--- config.mk ---
export PLATFORM = sky130hd
export DESIGN_NAME = trig_irq_flags
export DESIGN_NICKNAME = d
export VERILOG_FILES = /design/src/rtl/trig_flag_pkg.sv /design/src/rtl/w1c_flag_bank.sv /design/src/rtl/seq_busy_tracker.sv /design/src/rtl/trig_irq_flags.sv
export SDC_FILE = /design/constraint.sdc
export NUM_CORES = 1
export LEC_CHECK = 0
export ABC_AREA = 1
export BUFFER_PORTS_ARGS = -buffer_cell sky130_fd_sc_hd__buf_2
export CAP_MARGIN = 20
export CORE_ASPECT_RATIO = 1.1
export CORE_UTILIZATION = 30
export DETAILED_ROUTE_END_ITERATION = 10
export GPL_ROUTABILITY_DRIVEN = 0
export PLACE_DENSITY_LB_ADDON = 0.2
export SETUP_SLACK_MARGIN = 0.1
export SKIP_CTS_REPAIR_TIMING = 1
export SLEW_MARGIN = 10
export SYNTH_ARGS = -nofsm -noshare
export SYNTH_HDL_FRONTEND = slang
export SYNTH_SLANG_ARGS = --single-unit
--- constraint.sdc ---
create_clock -name clk -period 0.95 [get_ports clk]
set_clock_uncertainty 0.1 [all_clocks]
set_input_delay 0.19 -clock clk [delete_from_list [all_inputs] [get_ports clk]]
set_output_delay 0.19 -clock clk [all_outputs]
set_load 0.02 [all_outputs]
--- src/rtl/trig_flag_pkg.sv ---
// Package: shared sizes, bit positions and register addresses
// for the trigger interrupt and error flag controller.
package trig_flag_pkg;
    localparam int NUM_TRIG = 8;
    localparam int DATA_W   = 16;
    localparam int ADDR_W   = 2;
    // interrupt flag word: master reload, triggers, ADC command
    localparam int INT_W    = NUM_TRIG + 2;
    localparam int INT_MRS  = 0;
    localparam int INT_TRG0 = 1;
    localparam int INT_ADC  = NUM_TRIG + 1;
    // enable word: interrupt enables, then error enable and DMA enable
    localparam int EN_ERR   = INT_W;
    localparam int EN_DMA   = INT_W + 1;
    localparam int EN_W     = INT_W + 2;
    localparam int ERR_W    = 1;

    typedef enum logic [ADDR_W-1:0] {
        ADDR_INT  = 2'd0,
        ADDR_ERR  = 2'd1,
        ADDR_EN   = 2'd2,
        ADDR_NONE = 2'd3
    } reg_addr_e;
endpackage

--- src/rtl/w1c_flag_bank.sv ---
// Module: bank of sticky flags, each set by hardware and cleared by
// software writing one. Assumes set_vec and clr_vec are synchronous
// single-cycle requests. A set and a clear in the same cycle leave the flag set.
module w1c_flag_bank #(
    parameter int WIDTH = 4
) (
    input  logic             clk,
    input  logic             rst_n,
    input  logic [WIDTH-1:0] set_vec,
    input  logic [WIDTH-1:0] clr_vec,
    output logic [WIDTH-1:0] flags
);
    for (genvar i = 0; i < WIDTH; i++) begin : g_flag
        // per-bit sticky flag, set has priority over clear
        always_ff @(posedge clk) begin
            if (!rst_n)
                flags[i] <= 1'b0;
            else if (set_vec[i])
                flags[i] <= 1'b1;
            else if (clr_vec[i])
                flags[i] <= 1'b0;
        end
    end
endmodule

--- src/rtl/seq_busy_tracker.sv ---
// Module: tracks whether an incoming event is still waiting for its
// outgoing trigger in sequential mode, and flags an overrun when another
// event arrives while busy. Assumes all inputs are single-cycle pulses.
module seq_busy_tracker #(
    parameter int NUM_TRIG = 8
) (
    input  logic                clk,
    input  logic                rst_n,
    input  logic                seq_mode,
    input  logic                in_event,
    input  logic [NUM_TRIG-1:0] trig_pulse,
    output logic                busy,
    output logic                overrun_set
);
    logic any_trig;

    // merge all trigger lines into one busy-clear request
    always_comb any_trig = |trig_pulse;

    // an overrun is an event that arrives while the previous one is pending
    always_comb overrun_set = seq_mode && in_event && busy;

    // busy state: an event sets it, a trigger clears it, and it is held low outside sequential mode
    always_ff @(posedge clk) begin
        if (!rst_n)
            busy <= 1'b0;
        else if (!seq_mode)
            busy <= 1'b0;
        else if (in_event)
            busy <= 1'b1;
        else if (any_trig)
            busy <= 1'b0;
    end
endmodule

--- src/rtl/trig_irq_flags.sv ---
// Module: top level. Collects trigger-engine pulses into write-one-to-clear
// interrupt and error flags, gates them with enable bits onto separate
// interrupt lines, and issues a DMA request on master reload.
// Assumes a single register port with combinational reads and no write protection.
module trig_irq_flags
    import trig_flag_pkg::*;
(
    input  logic                clk,
    input  logic                rst_n,
    input  logic                mrs_pulse,
    input  logic [NUM_TRIG-1:0] trig_pulse,
    input  logic                adc_cmd_pulse,
    input  logic                in_event,
    input  logic                seq_mode,
    input  logic                wr_en,
    input  logic [ADDR_W-1:0]   reg_addr,
    input  logic [DATA_W-1:0]   wr_data,
    output logic [DATA_W-1:0]   rd_data,
    output logic                irq_mrs,
    output logic [NUM_TRIG-1:0] irq_trig,
    output logic                irq_adc,
    output logic                irq_err,
    output logic                dma_req
);
    logic [INT_W-1:0] int_set, int_clr, int_flags;
    logic [ERR_W-1:0] err_set, err_clr, err_flags;
    logic [EN_W-1:0]  en_reg;
    logic             busy, overrun_set;
    logic [INT_W-1:0] int_gated;

    // gather the hardware set requests into the flag-word layout
    always_comb begin
        int_set                          = '0;
        int_set[INT_MRS]                 = mrs_pulse;
        int_set[INT_TRG0 +: NUM_TRIG]    = trig_pulse;
        int_set[INT_ADC]                 = adc_cmd_pulse;
        err_set                          = overrun_set;
    end

    // decode write-one-to-clear requests from the register port
    always_comb begin
        int_clr = (wr_en && reg_addr == ADDR_INT) ? wr_data[INT_W-1:0] : '0;
        err_clr = (wr_en && reg_addr == ADDR_ERR) ? wr_data[ERR_W-1:0] : '0;
    end

    w1c_flag_bank #(.WIDTH(INT_W)) u_int_flags (
        .clk(clk), .rst_n(rst_n),
        .set_vec(int_set), .clr_vec(int_clr), .flags(int_flags)
    );

    w1c_flag_bank #(.WIDTH(ERR_W)) u_err_flags (
        .clk(clk), .rst_n(rst_n),
        .set_vec(err_set), .clr_vec(err_clr), .flags(err_flags)
    );

    seq_busy_tracker #(.NUM_TRIG(NUM_TRIG)) u_busy (
        .clk(clk), .rst_n(rst_n),
        .seq_mode(seq_mode), .in_event(in_event), .trig_pulse(trig_pulse),
        .busy(busy), .overrun_set(overrun_set)
    );

    // enable register, writable at any time
    always_ff @(posedge clk) begin
        if (!rst_n)
            en_reg <= '0;
        else if (wr_en && reg_addr == ADDR_EN)
            en_reg <= wr_data[EN_W-1:0];
    end

    // one-cycle DMA request following a master reload, when globally enabled
    always_ff @(posedge clk) begin
        if (!rst_n)
            dma_req <= 1'b0;
        else
            dma_req <= mrs_pulse && en_reg[EN_DMA];
    end

    // gate each flag with its enable onto its interrupt line
    always_comb begin
        int_gated = int_flags & en_reg[INT_W-1:0];
        irq_mrs   = int_gated[INT_MRS];
        irq_trig  = int_gated[INT_TRG0 +: NUM_TRIG];
        irq_adc   = int_gated[INT_ADC];
        irq_err   = (|err_flags) && en_reg[EN_ERR];
    end

    // combinational read multiplexer
    always_comb begin
        rd_data = '0;
        case (reg_addr)
            ADDR_INT: rd_data[INT_W-1:0] = int_flags;
            ADDR_ERR: rd_data[ERR_W-1:0] = err_flags;
            ADDR_EN:  rd_data[EN_W-1:0]  = en_reg;
            default:  rd_data = '0;
        endcase
    end
endmodule

==> impl_results.md, run 1 <==
- Status: finished, violations left
- Violations in the final reports: setup timing
- Largest net degree at the start of global routing: 23
- Vias: 1432
- Sink Count: 25
- Buffers on Ports: 52
- Leakage: 1.04 nW
- Root buf cell: clkbuf_8
- Hold Crit Depth: 3
- GR Util met2: 0.267
- VDD IR max: 0.00130 V
- Vias/cell: 4.56
- Layout cells sized above 1: 0.610
- Critical Path AT: 890 ps
- PD cells: 1070 nW/um^2
- Nets@finish: 298
- Clock transition at path regs: 90 ps
- Final setup fails: 24
- GR Util met3: 0.0444
- Highest-count cells in the layout ignoring fill and taps: 43 x nand2_1, 34 x buf_6, 26 x buf_2, 25 x dfxtp_2, 24 x nand2_2
- Die Ht: 69.0 um
- Grt ovf: 0
- Non-filler cells, final: 314
- DRT Wirelength: 3.57 mm
- Vias in the first global route: 1185
- Number of flip-flops in the largest register: 12
- Pre-antenna DRT Iters: 4
- Rows: 23
- Final Power: 0.00235 W
- Max-slew violations: 0
- Placed cell count: 297
- Reg2Reg Depth: 4
- RSZ-0062 raised after global routing: true
- Cell Area, Synth: 1220 um^2
- Syn avg cell area: 6.41 um^2
- CTS Buf Count: 3
- DRC viols: 0
- Global Route met1 Usage: 0.192
- Area Growth Syn to Fin: 78.5%
- Commonest non-fill, non-tap cell in the layout: nand2_1
- Hold Crit Start: adc_cmd_pulse
- Clk Latency, worst-skew pair: 260 ps
- Critical Path Fanout Max: 3
- Initial antenna violation count: 0
- Min-delay worst type: input port to flip-flop
- Die area: 4340 um^2
- Final hold slack: 23.5 ps
- Final period util: 1.25
- CP Data Required Time: 660 ps
- Initial Util: 0.325
- Synthesized instance count: 191
- Longest Clk Path Bufs: 2
- Total global routing track utilization: 0.154
- Seq/Total Area, Yosys: 0.409
- Synth unique cells: 13
- Post-route antenna net violation count: 0
- Register bit total from synthesis: 25
- DPL Wire Length: 2.42 mm
- Reg2Reg Setup Slack: 100 ps
- Core Area: 3770 um^2
- R2R Path End: u_busy.busy$_SDFFE_PN0P_
- DR WL/cell: 11.4 um
- Crit end category: primary output
- N_diodes: 0
- Htree depth: 1
- Die X: 62.9 um
- GRT Max-Usage Layer: met2
- Max Fclk: 844 MHz
- Setup ws final: -235 ps
- CP Class: flip-flop to primary output
- Endpoint, Worst Hold: u_int_flags.flags[9]$_SDFFE_PN0P_
- I/O pin count: 61
- Startpoint Class: flip-flop
- Post-layout minimum cycle time: 1180 ps
- Synth warnings: 0
- Initial DRC Count: 55
- Critical R2R Launch: u_busy.busy$_SDFFE_PN0P_
- Global-route wire length before repair: 5.20 mm
- CTS tree: yes
- Max-cap viol count: 0
- Count of final hold-check violations: 0
[final cells by class]
class | instances | area (um^2)
Clock buffer | 3 | 41.3
Clock inverter | 1 | 7.51
Fill cell | 377 | 1590
Inverter | 23 | 104
Multi-Input combinational cell | 133 | 732
Sequential cell | 25 | 532
Tap cell | 50 | 62.6
Timing Repair Buffer | 79 | 706
[worst max-delay path, stage by stage, from the launching register on]
cell     delay [ps]
dfxtp_2         360
inv_2            50
nor2_4           90
buf_6           110
[stage by stage]
step / TNS [ps] / cell area, um^2 / util / setup WS (ps)
after floorplan: -183 / 1320 / - / -26.5
after global placement: -7910 / 1690 / 0.449 / -364
after detailed placement: -8220 / 1690 / 0.449 / -372
after CTS: -6950 / 1740 / 0.462 / -375
after global routing: -5780 / 2180 / 0.579 / -285
final: -4620 / 2180 / 0.579 / -235
[cell families after synthesis]
family                 count (synthesis)  share of synthesized area
flip-flops                            25                      0.409
other                                  1                    0.00306
AND/OR/NAND/NOR                      105                      0.356
buffers and inverters                 36                      0.134
AO/OA/AOI/OAI                         24                     0.0982
[cells in the mapped netlist (all sizes together)]
cell    instances  area share
nand2          67        0.21
nand3          27        0.11
dfxtp          25        0.41
a21oi          23       0.094
inv            23       0.071
buf            11       0.057
nor2           11       0.040
clkbuf          2      0.0061
conb            1      0.0031
o21ai           1      0.0041
[layer usage]
layer	part of all wire	routed length [um]
met1	0.43	1530
met2	0.51	1840
met3	0.052	186
met4	0.0064	23
met5	0	0
[power by group]
group | internal, W | total (W) | switching [W]
sequential | 0.00111 | 0.00115 | 0.0000445
combinational | 0.000269 | 0.000547 | 0.000278
clock | 0.000297 | 0.000644 | 0.000347
total | 0.00168 | 0.00235 | 0.000670
[worst max path at each step]
stage | start | endpoint | slack [ps] | depth (start not counted)
after detailed placement | reg_addr[1] | rd_data[1] | -370 | 7
after global placement | reg_addr[1] | rd_data[10] | -360 | 7
final | en_reg[10]$_SDFFE_PN0P_ | rd_data[10] | -230 | 3
after CTS | reg_addr[1] | rd_data[10] | -370 | 7
after global routing | u_int_flags.flags[9]$_SDFFE_PN0P_ | rd_data[9] | -290 | 3
after floorplan | reg_addr[1] | rd_data[10] | -30 | 5
No activity file was read; power rests on OpenSTA's default activity.
==> run 2, diff against run 1 <==
- SKIP_CTS_REPAIR_TIMING: 1 -> default
==> impl_results.md, run 2 (synthesis gave the netlist of run 1 again) <==
- Max Fclk: 852 MHz
- Max-cap viol count: 0
- Leakage: 1.09 nW
- Final setup fails: 27
- Max-slew violations: 0
- Setup ws final: -224 ps
- Clk Latency, worst-skew pair: 260 ps
- CP Data Required Time: 660 ps
- PD cells: 1060 nW/um^2
- Clock power frac: 0.273
- Sequential group share of total power: 0.490
- I/O pin count: 61
- Buffers on Ports: 52
- Pre-antenna DRT Iters: 6
- Initial DRC Count: 42
- Global-route wire length before repair: 5.74 mm
- Placed cell area: 1690 um^2
- Rows: 23
- Post-layout minimum cycle time: 1170 ps
- N_diodes: 0
- DRT Wirelength: 3.59 mm
- Clock transition at path regs: 90 ps
- Critical Path AT: 880 ps
- Die X: 62.9 um
- Net Sw Power: 0.000674 W
- Total global routing track utilization: 0.170
- Final period util: 1.24
- Internal: 0.00169 W
- Largest net degree at the start of global routing: 23
- Min-delay worst type: input port to flip-flop
- Number of flip-flops in the largest register: 12
- Die Ht: 69.0 um
- Sink Count: 25
- Violations in the final reports: setup timing
- Fin area: 2230 um^2
- CP Class: flip-flop to primary output
- Highest-count cells in the layout ignoring fill and taps: 37 x nand2_1, 33 x buf_6, 29 x nand2_2, 26 x buf_2, 25 x dfxtp_2
- Post-route antenna net violation count: 0
- VDD IR max: 0.00120 V
- Non-filler cells, final: 319
- Die area: 4340 um^2
- Final hold slack: 34.4 ps
- Count of final hold-check violations: 0
- Vias in the first global route: 1280
- RSZ-0062 raised after global routing: true
- Vias/cell: 4.53
- Grt ovf: 0
- DRC viols: 0
- DP Worst Slack: -372 ps
- Initial Util: 0.325
- Layout cells sized above 1: 0.625
- Sw frac: 0.286
- Critical Path Fanout Max: 3
- Placed cell count: 297
- CTS tree: yes
- DR WL/cell: 11.3 um
- Initial antenna violation count: 0
- Logic pwr share: 0.237
- Longest Clk Path Bufs: 2
- Startpoint Class: flip-flop
- Htree depth: 1
- Commonest non-fill, non-tap cell in the layout: nand2_1
- Post-CTS Hold Buffers: 0
- CTS Buf Count: 3
- Area Growth Syn to Fin: 82.4%
- Vias: 1445
- Crit end category: primary output
- Root buf cell: clkbuf_8
- Core Area: 3770 um^2
- Nets@finish: 303
- DPL Wire Length: 2.42 mm
- Status: finished, violations left
==> run 2: cell count changes in the layout (fill, tap and decap cells not counted), moves of 2 or more <==
cell     delta
nand2_1     -6
buf_4       +5
nand2_2     +5
nand3_1     +2
nand3_2     -2
==> run 2: path summary, 6_finish.rpt <==
path                                                         from                                end  slack (ps)  cells past startpoint
worst min-delay path                                    mrs_pulse  u_int_flags.flags[0]$_SDFFE_PN0P_          30                      3
worst min register to register  u_int_flags.flags[1]$_SDFFE_PN0P_  u_int_flags.flags[1]$_SDFFE_PN0P_         380                      2
worst max-delay path                      en_reg[10]$_SDFFE_PN0P_                        rd_data[10]        -220                      3
worst max register to register           u_busy.busy$_SDFFE_PN0P_           u_busy.busy$_SDFFE_PN0P_         110                      4
==> run 2: per-layer routing <==
| layer | routed length [um] | vias up | part of all wire | GRT usage |
|---|---|---|---|---|
| met3 | 186 | 2 | 0.052 | 0.0444 |
| met5 | 0 | - | 0 | 0 |
| met4 | 23 | 0 | 0.0064 | 0.0262 |
| met2 | 1850 | 40 | 0.51 | 0.301 |
| li1 | - | 745 | - | - |
| met1 | 1530 | 658 | 0.43 | 0.211 |
==> run 2: repair_timing <==
item,4_1_cts,5_1_grt
setup buffers,8,10
resized for setup,102,27
pin swaps,41,20
setup endpoints to repair,35,32
==> run 2: critical path, stage by stage, from the launching register on <==
cell and delay, ps:
dfxtp_2 360, inv_2 50, nor2_4 80, buf_6 120
==> run 2: area by class of cell <==
type / count / area, um^2
fill: 381 / 1540
timing repair buffer: 84 / 747
multi-input combinational: 133 / 738
sequential: 25 / 532
inverter: 23 / 104
tap: 50 / 62.6
clock buffer: 3 / 41.3
clock inverter: 1 / 7.51
==> run 2: power groups by stage <==
stage          registers (W)  logic (W)  clock network (W)
2_1_floorplan        0.00115   0.000240                  0
3_3_place_gp         0.00116   0.000409                  0
3_5_place_dp         0.00116   0.000409                  0
4_1_cts              0.00115   0.000499           0.000664
5_1_grt              0.00116   0.000611           0.000703
6_report             0.00116   0.000561           0.000644
==> run 2: metrics by stage <==
step	TNS, ps	power, W	utilization
after global routing	-5770	0.00248	0.592
after global placement	-7910	0.00157	0.449
after detailed placement	-8220	0.00157	0.449
final	-4530	0.00236	0.592
after CTS	-4640	0.00231	0.551
after floorplan	-183	0.00139	-
